$ cat src/rtl/evc_pkg.sv
package evc_pkg;
  localparam int NLVL     = 16;
  localparam int LVL_W    = 4;
  localparam int GP_LO    = 7;
  localparam int GP_CNT   = NLVL - GP_LO;
  localparam int LVL_EMU  = 0;
  localparam int LVL_RST  = 1;
  localparam int LVL_NMI  = 2;
  localparam int LVL_EXC  = 3;
  localparam int LVL_RSVD = 4;
  localparam int LVL_HWE  = 5;
  localparam int LVL_TMR  = 6;
  localparam int LVL_SW0  = 14;
  localparam int LVL_SW1  = 15;
  localparam logic [NLVL-1:0] ALWAYS_ON = 16'h0007;
  typedef logic [LVL_W-1:0] lvl_t;
endpackage

$ cat src/rtl/evc_sync.sv
module evc_sync #(
  parameter int W = 8
) (
  input  logic         clk,
  input  logic         rst_n,
  input  logic [W-1:0] d_async,
  output logic [W-1:0] d_sync
);
  logic [W-1:0] meta_q;
  logic [W-1:0] sync_q;

  always_ff @(posedge clk or negedge rst_n) begin
    if (!rst_n) begin
      meta_q <= '0;
      sync_q <= '0;
    end else begin
      meta_q <= d_async;
      sync_q <= meta_q;
    end
  end

  assign d_sync = sync_q;
endmodule

$ cat src/rtl/evc_route.sv
module evc_route
  import evc_pkg::*;
#(
  parameter int N_SRC = 8,
  parameter int SRC_W = 3
) (
  input  logic             clk,
  input  logic             rst_n,
  input  logic [N_SRC-1:0] src_in,
  input  logic             asg_we,
  input  logic [SRC_W-1:0] asg_src,
  input  lvl_t             asg_lvl,
  input  logic             asg_en,
  output logic [NLVL-1:0]  gp_req
);
  lvl_t             asg_q [N_SRC];
  lvl_t             asg_d [N_SRC];
  logic [N_SRC-1:0] en_q;
  logic [N_SRC-1:0] en_d;

  always_comb begin
    for (int s = 0; s < N_SRC; s++) begin
      asg_d[s] = asg_q[s];
    end
    en_d = en_q;
    if (asg_we) begin
      asg_d[asg_src] = asg_lvl;
      en_d[asg_src]  = asg_en;
    end
  end

  always_ff @(posedge clk or negedge rst_n) begin
    if (!rst_n) begin
      for (int s = 0; s < N_SRC; s++) begin
        asg_q[s] <= lvl_t'(GP_LO + (s % (GP_CNT - 2)));
      end
      en_q <= '0;
    end else begin
      for (int s = 0; s < N_SRC; s++) begin
        asg_q[s] <= asg_d[s];
      end
      en_q <= en_d;
    end
  end

  for (genvar l = 0; l < NLVL; l++) begin : g_lvl
    if (l >= GP_LO) begin : g_gp
      logic hit;
      always_comb begin
        hit = 1'b0;
        for (int s = 0; s < N_SRC; s++) begin
          if (en_q[s] && src_in[s] && (asg_q[s] == lvl_t'(l))) hit = 1'b1;
        end
      end
      assign gp_req[l] = hit;
    end else begin : g_none
      assign gp_req[l] = 1'b0;
    end
  end
endmodule

$ cat src/rtl/evc_arb.sv
module evc_arb
  import evc_pkg::*;
(
  input  logic [NLVL-1:0] pend,
  input  logic [NLVL-1:0] enable,
  input  logic [NLVL-1:0] active,
  output logic            valid,
  output lvl_t            idx
);
  logic [NLVL-1:0] elig;
  logic            found;
  lvl_t            win;
  logic [LVL_W:0]  top_act;

  assign elig = pend & enable & ~active;

  always_comb begin
    found = 1'b0;
    win   = '0;
    for (int l = NLVL - 1; l >= 0; l--) begin
      if (elig[l]) begin
        found = 1'b1;
        win   = lvl_t'(l);
      end
    end
  end

  always_comb begin
    top_act = (LVL_W + 1)'(NLVL);
    for (int l = NLVL - 1; l >= 0; l--) begin
      if (active[l]) top_act = (LVL_W + 1)'(l);
    end
  end

  assign valid = found && ({1'b0, win} < top_act);
  assign idx   = win;
endmodule

$ cat src/rtl/evc_core.sv
module evc_core
  import evc_pkg::*;
#(
  parameter int ADDR_W = 32
) (
  input  logic              clk,
  input  logic              rst_n,
  input  logic [NLVL-1:0]   hw_req,
  input  logic              exc_req,
  input  logic [ADDR_W-1:0] exc_pc,
  input  logic              imask_we,
  input  logic [NLVL-1:0]   imask_wdata,
  input  logic              swi_we,
  input  logic [1:0]        swi_set,
  input  logic              evt_ack,
  input  logic [ADDR_W-1:0] pc_in,
  input  logic              rtn_we,
  input  lvl_t              rtn_lvl,
  input  lvl_t              ret_sel,
  output logic              evt_valid,
  output lvl_t              evt_idx,
  output logic [ADDR_W-1:0] ret_addr,
  output logic [NLVL-1:0]   pend_o,
  output logic [NLVL-1:0]   active_o
);
  logic [NLVL-1:0]   req_q;
  logic [NLVL-1:0]   pend_q, pend_d;
  logic [NLVL-1:0]   act_q, act_d;
  logic [NLVL-1:0]   imask_q, imask_d;
  logic [ADDR_W-1:0] xpc_q, xpc_d;
  logic [ADDR_W-1:0] ret_q [NLVL];
  logic [NLVL-1:0]   rise;
  logic [NLVL-1:0]   raise;
  logic [ADDR_W-1:0] cap;
  logic              take;
  logic              arb_valid;
  lvl_t              arb_idx;

  evc_arb u_arb (
    .pend   (pend_q),
    .enable (imask_q | ALWAYS_ON),
    .active (act_q),
    .valid  (arb_valid),
    .idx    (arb_idx)
  );

  assign take = arb_valid && evt_ack;
  assign rise = hw_req & ~req_q;

  always_comb begin
    raise = rise;
    if (swi_we) begin
      raise[LVL_SW0] = raise[LVL_SW0] | swi_set[0];
      raise[LVL_SW1] = raise[LVL_SW1] | swi_set[1];
    end
    raise[LVL_EXC]  = exc_req;
    raise[LVL_RSVD] = 1'b0;
  end

  always_comb begin
    pend_d = pend_q;
    if (take) pend_d[arb_idx] = 1'b0;
    pend_d = pend_d | raise;
  end

  always_comb begin
    act_d = act_q;
    if (rtn_we) act_d[rtn_lvl] = 1'b0;
    if (take) act_d[arb_idx] = 1'b1;
  end

  always_comb begin
    imask_d = imask_q;
    if (imask_we) imask_d = imask_wdata;
  end

  always_comb begin
    xpc_d = xpc_q;
    if (exc_req) xpc_d = exc_pc;
  end

  assign cap = (arb_idx == lvl_t'(LVL_EXC)) ? xpc_q : pc_in;

  always_ff @(posedge clk or negedge rst_n) begin
    if (!rst_n) begin
      req_q   <= '0;
      pend_q  <= '0;
      act_q   <= '0;
      imask_q <= '0;
      xpc_q   <= '0;
    end else begin
      req_q   <= hw_req;
      pend_q  <= pend_d;
      act_q   <= act_d;
      imask_q <= imask_d;
      xpc_q   <= xpc_d;
    end
  end

  always_ff @(posedge clk or negedge rst_n) begin
    if (!rst_n) begin
      for (int l = 0; l < NLVL; l++) begin
        ret_q[l] <= '0;
      end
    end else if (take) begin
      ret_q[arb_idx] <= cap;
    end
  end

  assign evt_valid = arb_valid;
  assign evt_idx   = arb_idx;
  assign ret_addr  = ret_q[ret_sel];
  assign pend_o    = pend_q;
  assign active_o  = act_q;
endmodule

$ cat src/rtl/evt_ctrl_top.sv
module evt_ctrl_top
  import evc_pkg::*;
#(
  parameter int N_SRC  = 8,
  parameter int ADDR_W = 32,
  parameter int SRC_W  = (N_SRC > 1) ? $clog2(N_SRC) : 1
) (
  input  logic              clk,
  input  logic              rst_n,
  input  logic [N_SRC-1:0]  periph_irq,
  input  logic              emu_req,
  input  logic              rst_req,
  input  logic              nmi_req,
  input  logic              hwerr_req,
  input  logic              tmr_req,
  input  logic              exc_req,
  input  logic [ADDR_W-1:0] exc_pc,
  input  logic              asg_we,
  input  logic [SRC_W-1:0]  asg_src,
  input  logic [3:0]        asg_lvl,
  input  logic              asg_en,
  input  logic              imask_we,
  input  logic [15:0]       imask_wdata,
  input  logic              swi_we,
  input  logic [1:0]        swi_set,
  output logic              evt_valid,
  output logic [3:0]        evt_idx,
  input  logic              evt_ack,
  input  logic [ADDR_W-1:0] pc_in,
  input  logic              rtn_we,
  input  logic [3:0]        rtn_lvl,
  input  logic [3:0]        ret_sel,
  output logic [ADDR_W-1:0] ret_addr,
  output logic [15:0]       pend_o,
  output logic [15:0]       active_o
);
  logic [N_SRC-1:0] irq_s;
  logic [NLVL-1:0]  gp_req;
  logic [NLVL-1:0]  fixed_req;
  logic [NLVL-1:0]  hw_req;

  evc_sync #(.W(N_SRC)) u_sync (
    .clk     (clk),
    .rst_n   (rst_n),
    .d_async (periph_irq),
    .d_sync  (irq_s)
  );

  evc_route #(.N_SRC(N_SRC), .SRC_W(SRC_W)) u_route (
    .clk     (clk),
    .rst_n   (rst_n),
    .src_in  (irq_s),
    .asg_we  (asg_we),
    .asg_src (asg_src),
    .asg_lvl (asg_lvl),
    .asg_en  (asg_en),
    .gp_req  (gp_req)
  );

  always_comb begin
    fixed_req          = '0;
    fixed_req[LVL_EMU] = emu_req;
    fixed_req[LVL_RST] = rst_req;
    fixed_req[LVL_NMI] = nmi_req;
    fixed_req[LVL_HWE] = hwerr_req;
    fixed_req[LVL_TMR] = tmr_req;
  end

  assign hw_req = fixed_req | gp_req;

  evc_core #(.ADDR_W(ADDR_W)) u_core (
    .clk         (clk),
    .rst_n       (rst_n),
    .hw_req      (hw_req),
    .exc_req     (exc_req),
    .exc_pc      (exc_pc),
    .imask_we    (imask_we),
    .imask_wdata (imask_wdata),
    .swi_we      (swi_we),
    .swi_set     (swi_set),
    .evt_ack     (evt_ack),
    .pc_in       (pc_in),
    .rtn_we      (rtn_we),
    .rtn_lvl     (rtn_lvl),
    .ret_sel     (ret_sel),
    .evt_valid   (evt_valid),
    .evt_idx     (evt_idx),
    .ret_addr    (ret_addr),
    .pend_o      (pend_o),
    .active_o    (active_o)
  );
endmodule

$ cat config.mk
export PLATFORM = sky130hd
export DESIGN_NAME = evt_ctrl_top
export DESIGN_NICKNAME = d
export VERILOG_FILES = /design/src/rtl/evc_pkg.sv /design/src/rtl/evc_sync.sv /design/src/rtl/evc_route.sv /design/src/rtl/evc_arb.sv /design/src/rtl/evc_core.sv /design/src/rtl/evt_ctrl_top.sv
export SDC_FILE = /design/constraint.sdc
export NUM_CORES = 1
export LEC_CHECK = 0
export BUFFER_PORTS_ARGS = -buffer_cell sky130_fd_sc_hd__buf_2
export CELL_PAD_IN_SITES_DETAIL_PLACEMENT = 0
export CELL_PAD_IN_SITES_GLOBAL_PLACEMENT = 1
export CORE_AREA = 2 2 259 261
export CTS_CLUSTER_DIAMETER = 40
export CTS_CLUSTER_SIZE = 10
export DETAILED_ROUTE_END_ITERATION = 12
export DIE_AREA = 0 0 261 263
export PLACE_DENSITY_LB_ADDON = 0.1
export RECOVER_POWER = 50
export SETUP_SLACK_MARGIN = 0.15
export SLEW_MARGIN = 20
export SYNTH_ARGS = -nofsm -noshare
export SYNTH_HDL_FRONTEND = slang
export SYNTH_HIERARCHICAL = 1
export SYNTH_SLANG_ARGS = --single-unit
$ cat constraint.sdc
create_clock -name clk -period 3.77 [get_ports clk]
set_input_delay 0.5655 -clock clk [delete_from_list [all_inputs] [get_ports clk]]
set_output_delay 0.5655 -clock clk [all_outputs]
set_load 0.01 [all_outputs]
==> results of run 1 <==
==> worst max-delay path, cell delays in order (launching register included) <==
cell,delay [ns]
dfrtp_1,0.42
and3b_2,0.25
o21ba_4,0.23
and3_4,0.19
a21oi_4,0.06
ha_1,0.31
a21o_1,0.18
a21oi_1,0.15
o32ai_1,0.10
nor2_2,0.12
buf_4,0.14
buf_2,0.12
==> placed cells by master (no fill, tap or decap), drive strengths merged, types with 9 or more instances in the layout <==
master and instances:
o22ai 13, clkbuf 154, mux4 128, nor4 9, nor3 27, mux2 627
a22oi 65, nand4 12, dlygate4sd3 9, dfstp 19, inv 30, bufinv 21
nand2b 20, nand4b 14, conb 9, nand3b 13, o21ai 45, nand3 18
nand2 73, nor2 32, buf 258, clkinv 21, nor3b 11, dfrtp 640
==> worst paths after layout <==
path,from,to,slack [ns],cells past startpoint
setup / recovery,u_core/pend_o[5],evt_valid,0.27,11
hold / removal,exc_pc[10],u_core/xpc_q[10],0.14,2
setup reg to reg,u_core/pend_o[5],u_core/ret_q[400],0.28,14
hold reg to reg,u_sync/meta_q[0],u_sync/d_sync[0],0.34,0
max in group asynchronous,rst_n,u_core/active_o[5],0.69,3
min in group asynchronous,rst_n,u_core/ret_q[281],0.42,2
==> timing repair <==
action                                 4_1_cts  5_1_grt
endpoints found under the hold margin       48        0
pin swaps                                    1        4
setup buffers                                1        5
setup endpoints to repair                   10      386
gates resized for setup                      1        9
hold buffers                                 9        0
==> report_power, final <==
group | internal [uW] | switching [uW]
Sequential | 9730 | 1420
Combinational | 4490 | 3850
Clock | 7230 | 3550
==> flip-flops by register name, indices dropped and copies added (netlist names) <==
signal and flops:
u_core/xpc_q 32, u_sync/meta_q 8, u_core/ret_q 512, u_core/imask_q 13, u_core/req_q 14, u_core/active_o 16, u_route/asg_q 32, u_sync/d_sync 8
u_core/pend_o 16, u_route/en_q 8
==> stage by stage <==
stage	utilization, %	std cells	setup WS (ns)	hold WS, ns
2_1_floorplan	-	2021	0.213	0.270
3_3_place_gp	49.4	2991	0.227	0.334
3_5_place_dp	49.4	2991	0.188	0.336
4_1_cts	55.7	3208	0.155	0.0910
5_1_grt	55.6	3216	0.123	0.110
6_report	55.6	3216	0.273	0.144
==> area by class of cell <==
type / instances / area share, %
antenna: 3 / 0.0206
timing repair buffer: 276 / 5.45
clock inverter: 62 / 2.62
tap: 864 / 2.96
sequential: 659 / 45.2
inverter: 18 / 0.185
multi-input combinational: 1189 / 35.0
clock buffer: 145 / 8.47
==> routing by layer <==
layer,wire [um],GRT usage (%)
met1,34400,32.0
met4,1640,6.19
met5,0,0
met2,37700,37.1
met3,3030,3.80
==> results.json, run 1 <==
{
  "track_usage_pct": 22.9,
  "drtIter0Drc": 1102,
  "p_leak_uw": 0.0166,
  "dieArea_um2": 68600,
  "hold_violations": 0,
  "clock.fmax_mhz": 286,
  "vias": 18301,
  "row_count": 94,
  "gp_congestion": 0.863,
  "setup_tns_ns": 0,
  "violations": "capacitance limit, slew limit",
  "cts.sinks": 659,
  "cp-end-kind": "output port",
  "crit_required_ns": 3.20,
  "finalCriticalPeriod_ns": 3.50,
  "num-nets-final": 2376,
  "htreeDepth": 3,
  "nFillCells": 5410,
  "ir_drop_v": 0.000443,
  "totalWireLength_um": 76800,
  "critPathLaunchType": "flop",
  "cp_data_arrival_time_ns": 2.93,
  "dr.pass1.iters": 5,
  "fin_crit_sh_pct": 92.8,
  "clock_latency_ns": 0.65,
  "drv_slew": 416,
  "syn2layout_area_growth_pct": 21.8,
  "crit_fanout": 3,
  "die_y_um": 263,
  "clkTransAtPathRegs_ns": 0.05,
  "antenna_found_initial": 4,
  "grt_setup_unrepaired": "false",
  "grt_pass1_wl_um": 120000,
  "clockBufferDepth": 3,
  "drive_gt1_share_pct": 52.5,
  "numCtsBuffers": 110,
  "power.density_nw_per_um2": 829,
  "status": "finished with violations",
  "relSlewSlack_pct": -56.9,
  "worst_slew_pin_slew_ns": 2.35,
  "synthCells": 2014,
  "critPathKind": "flop to output port",
  "grt_pass1_vias": 19683,
  "fp.dieW_um": 261,
  "fin_skew_ns": 0.0209,
  "overflow": 0,
  "core_area_um2": 65600,
  "cts_root_buffer": "clkbuf_16",
  "mappedNetlistArea_um2": 30000,
  "cts_tree": "done",
  "setup_violations": 0,
  "yosysWarnings": 6,
  "post_dp_cell_area_um2": 32400,
  "maxCapViolations": 5,
  "avgSynthCellArea_um2": 14.9,
  "hold_class": "input port to flop",
  "drc": 0,
  "ant_nets": 0,
  "start_util_pct": 45.7,
  "multi_input_area_um2": 12800,
  "place_hpwl_um": 46900,
  "io_buffers": 184,
  "grt_max_degree": 120,
  "finalPower_uw": 30300,
  "seq_area_um2": 16500,
  "avgViaCountPerCell": 5.69,
  "io_pins": 188,
  "fin_area_um2": 36500,
  "wl_per_cell_um": 23.9
}
(Power assumes the default switching activity.)
==> run 2, diff against run 1 <==
- CORE_AREA: 2 2 259 261 -> 2 2 260 262
- DIE_AREA: 0 0 261 263 -> 0 0 262 264
- RECOVER_POWER: 50 -> 25
- SYNTH_HIERARCHICAL: 1 -> unset
==> results.json, run 2 <==
{
  "io_buffers": 184,
  "nFillCells": 5472,
  "slowest_delay_ns": 0.42,
  "holdPathStages": 1,
  "cts.sinks": 659,
  "yosys.area.top_type": "dfrtp_1",
  "status": "finished with violations",
  "pre_cts_ws_ns": 0.224,
  "avgViaCountPerCell": 5.69,
  "hold_violations": 0,
  "violations": "capacitance limit, slew limit",
  "worst_slew_pin_slew_ns": 2.46,
  "worstHoldEndpoint": "u_sync.meta_q[4]",
  "yosys.cell_count.top_type": "dfrtp_1",
  "finalCriticalPeriod_ns": 3.69,
  "totalWireLength_um": 81900,
  "drtIter0Drc": 1292,
  "ys_types": 72,
  "core_area_um2": 66600,
  "die_y_um": 264,
  "grt_max_degree": 132,
  "track_usage_pct": 24.0,
  "yosys-top-cells-count": "640 x dfrtp_1, 304 x mux2_2, 160 x mux4_2, 144 x nand2_1, 118 x nor2_1",
  "cpMostUsedCell": "nor2_1",
  "synthCells": 2141,
  "ant_nets": 0,
  "netlist.area_leader.share_pct": 52.8,
  "layout_commonest_cell": "dfrtp_1",
  "ir_drop_v": 0.000401,
  "vias": 19270,
  "ys_ff_latch": 659,
  "drv_slew": 91,
  "syn2layout_area_growth_pct": 22.6,
  "crit_required_ns": 3.20,
  "maxCapViolations": 2,
  "fin_crit_sh_pct": 97.9,
  "antenna_found_initial": 3,
  "power.density_nw_per_um2": 776,
  "cp_data_arrival_time_ns": 3.12,
  "synthArstFlopShare_pct": 100,
  "yosys-top-cells-area": "dfrtp_1 53%, mux4_2 12%, mux2_2 11%",
  "cts_root_buffer": "clkbuf_16",
  "largest-register": "u_core.ret_q",
  "slowest_stage": "dfrtp_1",
  "fin_area_um2": 37200,
  "post_dp_cell_area_um2": 32800,
  "relSlewSlack_pct": -63.8,
  "reg2reg_to": "u_core.ret_q[401]",
  "grt_pass1_wl_um": 126000,
  "synth_fp_nets": 2262,
  "critPathLaunchType": "flop",
  "fp.dieW_um": 262,
  "cts_tree": "done",
  "clkTransAtPathRegs_ns": 0.05,
  "setup_violations": 0,
  "reg2reg_setup_slack_ns": 0.31,
  "cp-end-kind": "output port",
  "num-nets-final": 2539,
  "hold_class": "input port to flop",
  "clock_latency_ns": 0.65,
  "row_count": 95,
  "dieArea_um2": 69200,
  "reg2reg_depth": 15,
  "postLayoutSetupSlackWorst_ns": 0.0800,
  "overflow": 0,
  "ys_seq_area_share_pct": 54.5,
  "crit_fanout": 6,
  "drc": 0,
  "start_util_pct": 45.5,
  "mostFrequentLayoutCells": "639 x dfrtp_1, 301 x mux2_2, 174 x buf_2, 160 x mux4_2, 144 x nand2_1",
  "p_leak_uw": 0.0173,
  "critPathKind": "flop to output port",
  "io_pins": 188,
  "clockBufferDepth": 3,
  "grt_pass1_vias": 20636,
  "avgSynthCellArea_um2": 14.2,
  "fin_skew_ns": 0.0246,
  "dr.pass1.iters": 7,
  "top_regs": "u_core.ret_q (512), u_core.xpc_q (32), u_route.asg_q (32)",
  "synth_flop_cell": "dfrtp_1",
  "largest_register_ffs": 512,
  "wl_per_cell_um": 24.2,
  "antenna_cells": 0,
  "gp_congestion": 0.839,
  "min_from": "periph_irq[4]",
  "clock.fmax_mhz": 271,
  "yosysWarnings": 0,
  "grt_setup_unrepaired": "true",
  "htreeDepth": 3,
  "place_hpwl_um": 49700,
  "numCtsBuffers": 111,
  "synth_edf_count": 0,
  "drive_gt1_share_pct": 43.6,
  "mappedNetlistArea_um2": 30300,
  "worstReg2RegStart": "u_core.active_o[4]",
  "worstPathCellList": "and3b_1 > and2b_1 > nand2_1 > nor3_2 > ha_2 > nor2_1 > nor2_1 > o21ai_1 > and2_4 > nor2_4 > a21oi_4 > buf_6"
}
[run 2: cells by family (layout without fill, tap and decap cells)]
| kind of cell | Yosys count | in the layout | synth area share [%] |
|---|---|---|---|
| AO/OA/AOI/OAI | 285 | 285 | 5.35 |
| adder cells (fa/ha/maj) | 2 | 2 | 0.0825 |
| buffers and inverters | 149 | 519 | 2.65 |
| flip-flops | 659 | 659 | 54.5 |
| multiplexers | 629 | 629 | 30.6 |
| AND/OR/NAND/NOR | 417 | 417 | 6.87 |
[run 2: area by class of cell]
| cell class | count | area [um2] | share of cell area [%] |
|---|---|---|---|
| flip-flops and latches | 659 | 16500 | 44.4 |
| clock inverters | 55 | 822 | 2.21 |
| repair buffers | 288 | 2330 | 6.27 |
| clock buffers | 151 | 3210 | 8.64 |
| multi-input cells | 1333 | 13100 | 35.3 |
| well taps | 873 | 1090 | 2.94 |
| inverters | 25 | 93.8 | 0.252 |
[run 2: per-layer routing]
| metal | up-vias | global-route usage (%) | share of wire (%) |
|---|---|---|---|
| met2 | 464 | 38.3 | 48 |
| met4 | 4 | 6.75 | 1.9 |
| li1 | 8514 | - | - |
| met5 | - | 0 | 0.032 |
| met1 | 10174 | 34.0 | 46 |
| met3 | 114 | 3.98 | 4.6 |
[run 2: power by group]
part           switching [uW]  leakage (uW)  internal, uW  total, uW
clock                    3540       0.00195          7180      10700
sequential               1230       0.00855          9190      10400
combinational            3830       0.00680          3900       7730
total                    8590        0.0173         20300      28900
[run 2: repair_timing]
action / 4_1_cts / 5_1_grt
setup endpoints to repair: 1 / 299
pin swaps: 4 / 6
resized for setup: 6 / 26
hold endpoints to repair: 68 / 0
cloned: 0 / 5
hold buffers: 7 / 0
buffers inserted: 3 / 2
[run 2: critical path: cells and delay by family (launching register included)]
kind | cells | cell delay, ns
compound gates | 2 | 0.27
fa+ha+maj | 1 | 0.30
buf+inv | 1 | 0.13
flops | 1 | 0.42
simple gates | 8 | 1.35
[run 2: worst max-delay path by stage]
stage                              from  slack (ns)  cells past startpoint                end
floorplan           u_core.active_o[14]        0.30                     15  u_core.ret_q[100]
detailed placement  u_core.active_o[10]        0.22                     13  u_core.ret_q[232]
CTS                 u_core.active_o[14]        0.04                     15          evt_valid
global route        u_core.active_o[14]       -0.13                     15          evt_valid
global placement    u_core.active_o[13]        0.18                     15  u_core.ret_q[232]
finish               u_core.active_o[4]        0.08                     12          evt_valid
[run 2: stage by stage]
stage	TNS [ns]	utilization, %	hold slack (ns)	cells	power (uW)
finish	0	55.8	0.0365	3384	28900
detailed placement	0	49.3	0.336	3161	18000
global route	-2.29	55.8	0.0176	3384	30300
CTS	0	55.6	0.000872	3377	29000
floorplan	0	-	0.270	2141	15500
global placement	0	49.3	0.332	3161	17800
